<file path="src/rtl/intr_accept_pkg.sv">
package intr_accept_pkg;

   typedef enum logic [1:0] {
      IE_KEEP = 2'd0,
      IE_SET  = 2'd1,
      IE_CLR  = 2'd2
   } ie_cmd_e;

   // clear requests dominate set requests
   function automatic ie_cmd_e ie_decode(input logic set_req, input logic clr_req);
      if (clr_req)
         return IE_CLR;
      else if (set_req)
         return IE_SET;
      else
         return IE_KEEP;
   endfunction

   localparam int unsigned IRQ_SYNC_MAX = 4;

endpackage

</file>
<file path="src/rtl/intr_irq_sync.sv">
module intr_irq_sync #(
   parameter int unsigned STAGES = 2
) (
   input  logic clk,
   input  logic rst,
   input  logic d_in,
   output logic d_out
);
   generate
      if (STAGES == 0) begin : g_direct
         assign d_out = d_in;
      end else begin : g_chain
         logic [STAGES-1:0] chain_q;
         if (STAGES == 1) begin : g_one
            always_ff @(posedge clk) begin
               if (rst)
                  chain_q <= '0;
               else
                  chain_q <= d_in;
            end
         end else begin : g_many
            always_ff @(posedge clk) begin
               if (rst)
                  chain_q <= '0;
               else
                  chain_q <= {chain_q[STAGES-2:0], d_in};
            end
         end
         assign d_out = chain_q[STAGES-1];
      end
   endgenerate
endmodule

</file>
<file path="src/rtl/intr_ie_flag.sv">
module intr_ie_flag
   import intr_accept_pkg::*;
(
   input  logic clk,
   input  logic rst,
   input  logic set_req,
   input  logic clr_req,
   output logic ie
);
   ie_cmd_e cmd;
   logic    ie_q;

   always_comb cmd = ie_decode(set_req, clr_req);

   always_ff @(posedge clk) begin
      if (rst)
         ie_q <= 1'b0;
      else begin
         unique case (cmd)
            IE_SET:  ie_q <= 1'b1;
            IE_CLR:  ie_q <= 1'b0;
            default: ie_q <= ie_q;
         endcase
      end
   end

   assign ie = ie_q;
endmodule

</file>
<file path="src/rtl/intr_take_ctl.sv">
module intr_take_ctl (
   input  logic clk,
   input  logic rst,
   input  logic irq_seen,
   input  logic ie,
   input  logic instr_done,
   input  logic halted,
   input  logic bus_held,
   input  logic ack_t1,
   output logic accept,
   output logic wake,
   output logic pending,
   output logic ie_drop
);
   logic window;
   logic take;
   logic acc_q, wake_q, pend_q;

   always_comb begin
      window  = instr_done | halted;
      take    = irq_seen & ie & window & ~bus_held & ~pend_q;
      ie_drop = ack_t1 & pend_q;
   end

   always_ff @(posedge clk) begin
      if (rst) begin
         acc_q  <= 1'b0;
         wake_q <= 1'b0;
         pend_q <= 1'b0;
      end else begin
         acc_q  <= take;
         wake_q <= take & halted;
         pend_q <= (pend_q & ~ack_t1) | take;
      end
   end

   assign accept  = acc_q;
   assign wake    = wake_q;
   assign pending = pend_q;
endmodule

</file>
<file path="src/rtl/intr_accept_ctl.sv">
module intr_accept_ctl
   import intr_accept_pkg::*;
#(
   parameter int unsigned IRQ_SYNC = 2
) (
   input  logic clk,
   input  logic rst,
   input  logic irq_req,
   input  logic ei_stb,
   input  logic di_stb,
   input  logic instr_done,
   input  logic halted,
   input  logic bus_held,
   input  logic ack_t1,
   output logic inte,
   output logic accept,
   output logic wake
);
   generate
      if (IRQ_SYNC > IRQ_SYNC_MAX) begin : g_bad_sync
         $error("intr_accept_ctl: IRQ_SYNC exceeds IRQ_SYNC_MAX");
      end
   endgenerate

   logic irq_seen;
   logic ie;
   logic pending;
   logic ie_drop;

   intr_irq_sync #(.STAGES(IRQ_SYNC)) u_sync (
      .clk   (clk),
      .rst   (rst),
      .d_in  (irq_req),
      .d_out (irq_seen)
   );

   intr_ie_flag u_flag (
      .clk     (clk),
      .rst     (rst),
      .set_req (ei_stb),
      .clr_req (di_stb | ie_drop),
      .ie      (ie)
   );

   intr_take_ctl u_take (
      .clk        (clk),
      .rst        (rst),
      .irq_seen   (irq_seen),
      .ie         (ie),
      .instr_done (instr_done),
      .halted     (halted),
      .bus_held   (bus_held),
      .ack_t1     (ack_t1),
      .accept     (accept),
      .wake       (wake),
      .pending    (pending),
      .ie_drop    (ie_drop)
   );

   assign inte = ie;
endmodule

</file>
<file path="config.mk">
export PLATFORM = sky130hd
export DESIGN_NAME = intr_accept_ctl
export DESIGN_NICKNAME = d
export VERILOG_FILES = /design/src/rtl/intr_accept_pkg.sv /design/src/rtl/intr_irq_sync.sv /design/src/rtl/intr_ie_flag.sv /design/src/rtl/intr_take_ctl.sv /design/src/rtl/intr_accept_ctl.sv
export SDC_FILE = /design/constraint.sdc
export NUM_CORES = 1
export LEC_CHECK = 0
export CORE_AREA = 2 2 39 41
export DETAILED_ROUTE_END_ITERATION = 12
export DIE_AREA = 0 0 41 43
export GPL_TIMING_DRIVEN = 0
export PLACE_DENSITY = 0.46
export REMOVE_ABC_BUFFERS = 1
export SLEW_MARGIN = 20
export SYNTH_ARGS = -nofsm -noshare
export SYNTH_HDL_FRONTEND = slang
export SYNTH_SLANG_ARGS = --single-unit
</file>
<file path="constraint.sdc">
create_clock -name clk -period 1.2 [get_ports clk]
set_clock_uncertainty 0.2 [all_clocks]
set_input_delay 0.24 -clock clk [delete_from_list [all_inputs] [get_ports clk]]
set_output_delay 0.24 -clock clk [all_outputs]
set_load 0.05 [all_outputs]
</file>
Word-level counts from Yosys, hierarchy flattened
Cells that the tools add are included.
W data, S select, Z words.
{"block": "word_totals", "register_bits": 6, "elab_cells": 24}
{"block": "op_classes", "n_eq_ne": 2, "n_reduce_logical": 1, "mux": 3, "n_bitwise": 13}
{"op": "$and A1 B1 Y1", "n": 7}
{"op": "$not A1 Y1", "n": 3}
{"op": "$or A1 B1 Y1", "n": 3}
{"op": "$eq A2 B1 Y1 const B", "n": 1}
{"op": "$eq A2 B2 Y1 const B", "n": 1}
{"op": "$mux W2", "n": 1}
{"op": "$pmux W1 S2", "n": 1}
{"op": "$reduce_bool A2 Y1", "n": 1}
{"op": "$mux W1", "n": 1}

Longest topological paths before layout
{"block": "logic_depth", "ltp_word": 5, "ltp_mapped": 3}

By module
From an unflattened synthesis, not the netlist that was laid out.
{"block": "unflattened", "cells_unflattened": 18, "area_unflattened_um2": 203.9}
{"module": "intr_take_ctl", "instances": 1, "cells_per_inst": 10, "seq_area_each_um2": 60.1, "area_each_um2": 111.4}
{"module": "intr_irq_sync", "instances": 1, "cells_per_inst": 4, "seq_area_each_um2": 40.0, "area_each_um2": 52.6}
{"module": "intr_ie_flag", "instances": 1, "cells_per_inst": 3, "seq_area_each_um2": 20.0, "area_each_um2": 33.8}
{"module": "intr_accept_ctl", "instances": 1, "cells_per_inst": 1, "seq_area_each_um2": 0.0, "area_each_um2": 6.3}

Worst setup path after synthesis
Ideal clock, no wire load.
{"block": "synth_path", "path_type": "register to register", "from": "register u_flag.ie_q, in the netlist u_flag.ie", "to": "register u_take.wake_q, in the netlist u_take.wake", "t_arrival_ns": 1.078, "path_slack_ns": -0.137, "path_stages_with_launch": 4, "setup_time_ns": 0.059, "path_cell_list": "dfxtp_1 -> nand4bb_1 -> nor3_2 -> and2_1"}
{"block": "synth_between", "elab_chain_cells": 5}
{"element": "from (decl)", "line": "intr_ie_flag.sv:11", "text": "logic ie_q;"}
{"element": "from (signal assigned)", "line": "intr_ie_flag.sv:22", "text": "default: ie_q <= ie_q;"}
{"element": "$and A1 B1 Y1 (4 in series)", "line": "intr_take_ctl.sv:21", "text": "take = irq_seen & ie & window & ~bus_held & ~pend_q;"}
{"element": "$and A1 B1 Y1", "line": "intr_take_ctl.sv:32", "text": "wake_q <= take & halted;"}
{"element": "to (signal assigned)", "line": "intr_take_ctl.sv:32"}
{"element": "to (decl)", "line": "intr_take_ctl.sv:17", "text": "logic acc_q, wake_q, pend_q;"}
Every way passes these cells.
A chain may end at the register's enable or synchronous reset.

Worst setup path after layout
{"block": "layout_path", "from": "register u_take.wake_q, in the netlist u_take.wake", "to": "output wake"}
{"element": "to (decl)", "line": "intr_accept_ctl.sv:17", "text": "output logic wake"}
No word-level cell between the ends.

==> out/metrics.csv <==
stage;metric;value;unit
cts;H-tree levels;1;
floorplan;Die Height;43;um
floorplan;Die Wd;41;um
cts;Clock transition at path regs;0.04;ns
yosys;synthesized area;189;um^2
floorplan;Boundary Pins;12;
yosys;register area share after synthesis;63.6;%
outcome;status;finished clean;
yosys;post-synthesis register bit count;6;
floorplan;initial core utilization;13.7;%
timing;fin crit period;1.17;ns
cts;Clock Tree Root;clkbuf_4;
finish;antenna fix cells;0;
setup_path;R2R Path Start;u_take.pending;
setup_path;Worst EP arrival;0.73;ns
setup_path;crit-path cells;buf_4;
timing;max_slew headroom;83.1;%
timing;Worst Tran Pin Value;0.252;ns
setup_path;CP delay by family, top;flip-flops;
finish;layout cell share with drive strength beyond 1;33.3;%
cts;CTS tree;done;
global_routing;vias in the first global route;153;
cts;Clock Path Buffers;2;
pwr;power consumption;0.433;mW
detailed_routing;DRC;0;
global_routing;gr ovfl total;0;
global_routing;largest net degree at the start of global routing;6;
place;Port Buffers;11;
place;worst slack, placed;-0.380;ns
floorplan;row count;14;
yosys;syn avg cell area;11.8;um^2
finish;# nets final;41;
setup_path;slowest stage delay, CP;0.31;ns
finish;post-layout instance area;350;um^2
setup_path;Worst R2R End;u_take.wake;
setup_path;Critical Path Sink Type;output port;
timing;final setup vio count;0;
setup_path;CP Data Required Time;0.76;ns
setup_path;crit path to;wake;
timing;max-slew violation count;0;
cts;Clk Latency, worst-skew pair;0.24;ns
setup_path;r2r setup slk;0.07;ns
detailed_routing;DR WL/cell;9.02;um
setup_path;Critical Path Start;u_take.wake;
place;DP Area;319;um^2
timing;final hold slack;0.127;ns
timing;final worst-path cycle share;97.8;%
global_routing;GR Util All Layers;4.82;%
detailed_routing;Final ANT Viol Nets;0;
timing;setup TNS;0;ns
pwr;VDD IR max;0.349;mV
finish;area grow syn2layout;85.4;%
setup_path;WP buf/inv;1;
yosys;synth warn;0;
timing;RSZ-0062 raised after global routing;no;
finish;Layout fillers;149;
timing;Final WS setup;0.0262;ns
setup_path;slowest CP cell;dfxtp_1;
yosys;Mapped Cells;16;
finish;most common cell after layout, fill and taps aside;clkdlybuf4s50_1;
setup_path;R2R depth;3;
pwr;Leak Pwr;0.155;nW
setup_path;critical path depth;1;
cts;CTS Buf Count;3;
global_routing;initial antenna violation count;0;
detailed_routing;drt initial violations;0;
finish;commonest cells after routing, fill and taps aside;clkdlybuf4s50_1, dfxtp_1, nor2_1, clkbuf_4;
cts;post-CTS setup buffer count;0;
floorplan;core area;0.00138;mm^2
detailed_routing;Via density;3.74;
detailed_routing;via count;172;
place;Placer Congestion;0.472;
setup_path;worst-path maximum fanout;1;
floorplan;die area;0.00176;mm^2
global_routing;first-pass GRT wire length;531;um
detailed_routing;Routed WL;415;um
min_path;type of the most critical hold path;primary input to register;
detailed_routing;first-pass iteration count of the detailed router;1;
setup_path;Setup CP Type;register to output port;
cts;CTS Sinks;6;
pwr;P per Cell Area;1230;mW/mm^2
run;MaxCap Viol Count;0;
timing;FMAX;852;MHz
yosys;count of cell types in the netlist;8;
setup_path;crit start category;register;
timing;Hold Fails Final Rpt;0;
==> Yosys cell counts <==
library cell | number | share of area, %
nand4bb_1 | 1 | 6.0
a2111oi_0 | 1 | 4.6
nor2_1 | 3 | 6.0
a21o_2 | 1 | 4.6
dfxtp_1 | 6 | 64
and2_1 | 1 | 3.3
nor2b_1 | 2 | 6.6
nor3_2 | 1 | 5.3
==> how the worst min path moves through the flow <==
stage,endpoint,slack (ns),start,depth (start not counted)
final,u_sync.g_chain.chain_q[0],0.13,rst,2
after global routing,u_take.accept,0.14,bus_held,3
after CTS,u_sync.g_chain.chain_q[1],0.24,u_sync.g_chain.chain_q[0],1
after detailed placement,u_sync.g_chain.chain_q[1],0.23,u_sync.g_chain.chain_q[0],1
after global placement,u_sync.g_chain.chain_q[1],0.22,u_sync.g_chain.chain_q[0],1
after floorplan,u_sync.g_chain.chain_q[0],0.11,rst,1
==> where the power goes <==
| group | switching (mW) | total [mW] | internal, mW |
|---|---|---|---|
| Clock | 0.0649 | 0.177 | 0.113 |
| Combinational | 0.0174 | 0.0473 | 0.0299 |
| Sequential | 0.00229 | 0.208 | 0.205 |
| Total | 0.0846 | 0.433 | 0.348 |
==> through the flow <==
step / std cells / util [%]
floorplan: 16 / -
global placement: 43 / 23.1
global route: 46 / 25.3
finish: 46 / 25.3
detailed placement: 43 / 23.1
CTS: 46 / 25.0
==> sequential cells by signal, summed over array words and instances (netlist names) <==
name,cells
u_sync.g_chain.chain_q,2
u_flag.ie,1
u_take.accept,1
u_take.pending,1
u_take.wake,1
==> cell type report <==
class / count / area, um^2 / area share [%]
flip-flops and latches: 6 / 121 / 34.6
repair buffers: 11 / 111 / 31.8
multi-input cells: 10 / 75.1 / 21.4
clock buffers: 3 / 22.5 / 6.43
well taps: 16 / 20.0 / 5.71
==> cell families (layout without fill, tap and decap cells) <==
| logic type | Yosys count | count (layout) | synth area share, % |
|---|---|---|---|
| buf+inv | 0 | 14 | 0 |
| compound gates | 2 | 2 | 9.27 |
| flops | 6 | 6 | 63.6 |
| simple gates | 8 | 8 | 27.2 |
==> per-layer routing <==
| layer | share of wire, % | wire length [um] | track usage (%) |
|---|---|---|---|
| met1 | 38 | 159 | 4.18 |
| met5 | 0 | 0 | 0 |
| met2 | 42 | 173 | 6.88 |
| met3 | 20 | 81 | 3.66 |
| met4 | 0 | 0 | 4.00 |
==> worst reg2reg max path, stage by stage, from the launching register on <==
cell and delay (ns):
dfxtp_1 0.32, nand4bb_1 0.19, nor3_2 0.21, and2_1 0.15
==> repair_timing <==
item,in CTS,in global routing
pin swaps,0,3
hold endpoints to repair,0,0
hold buffers,0,0
endpoints found under the setup margin,4,3
gates resized for setup,22,2
No activity file was read; power rests on OpenSTA's default activity.
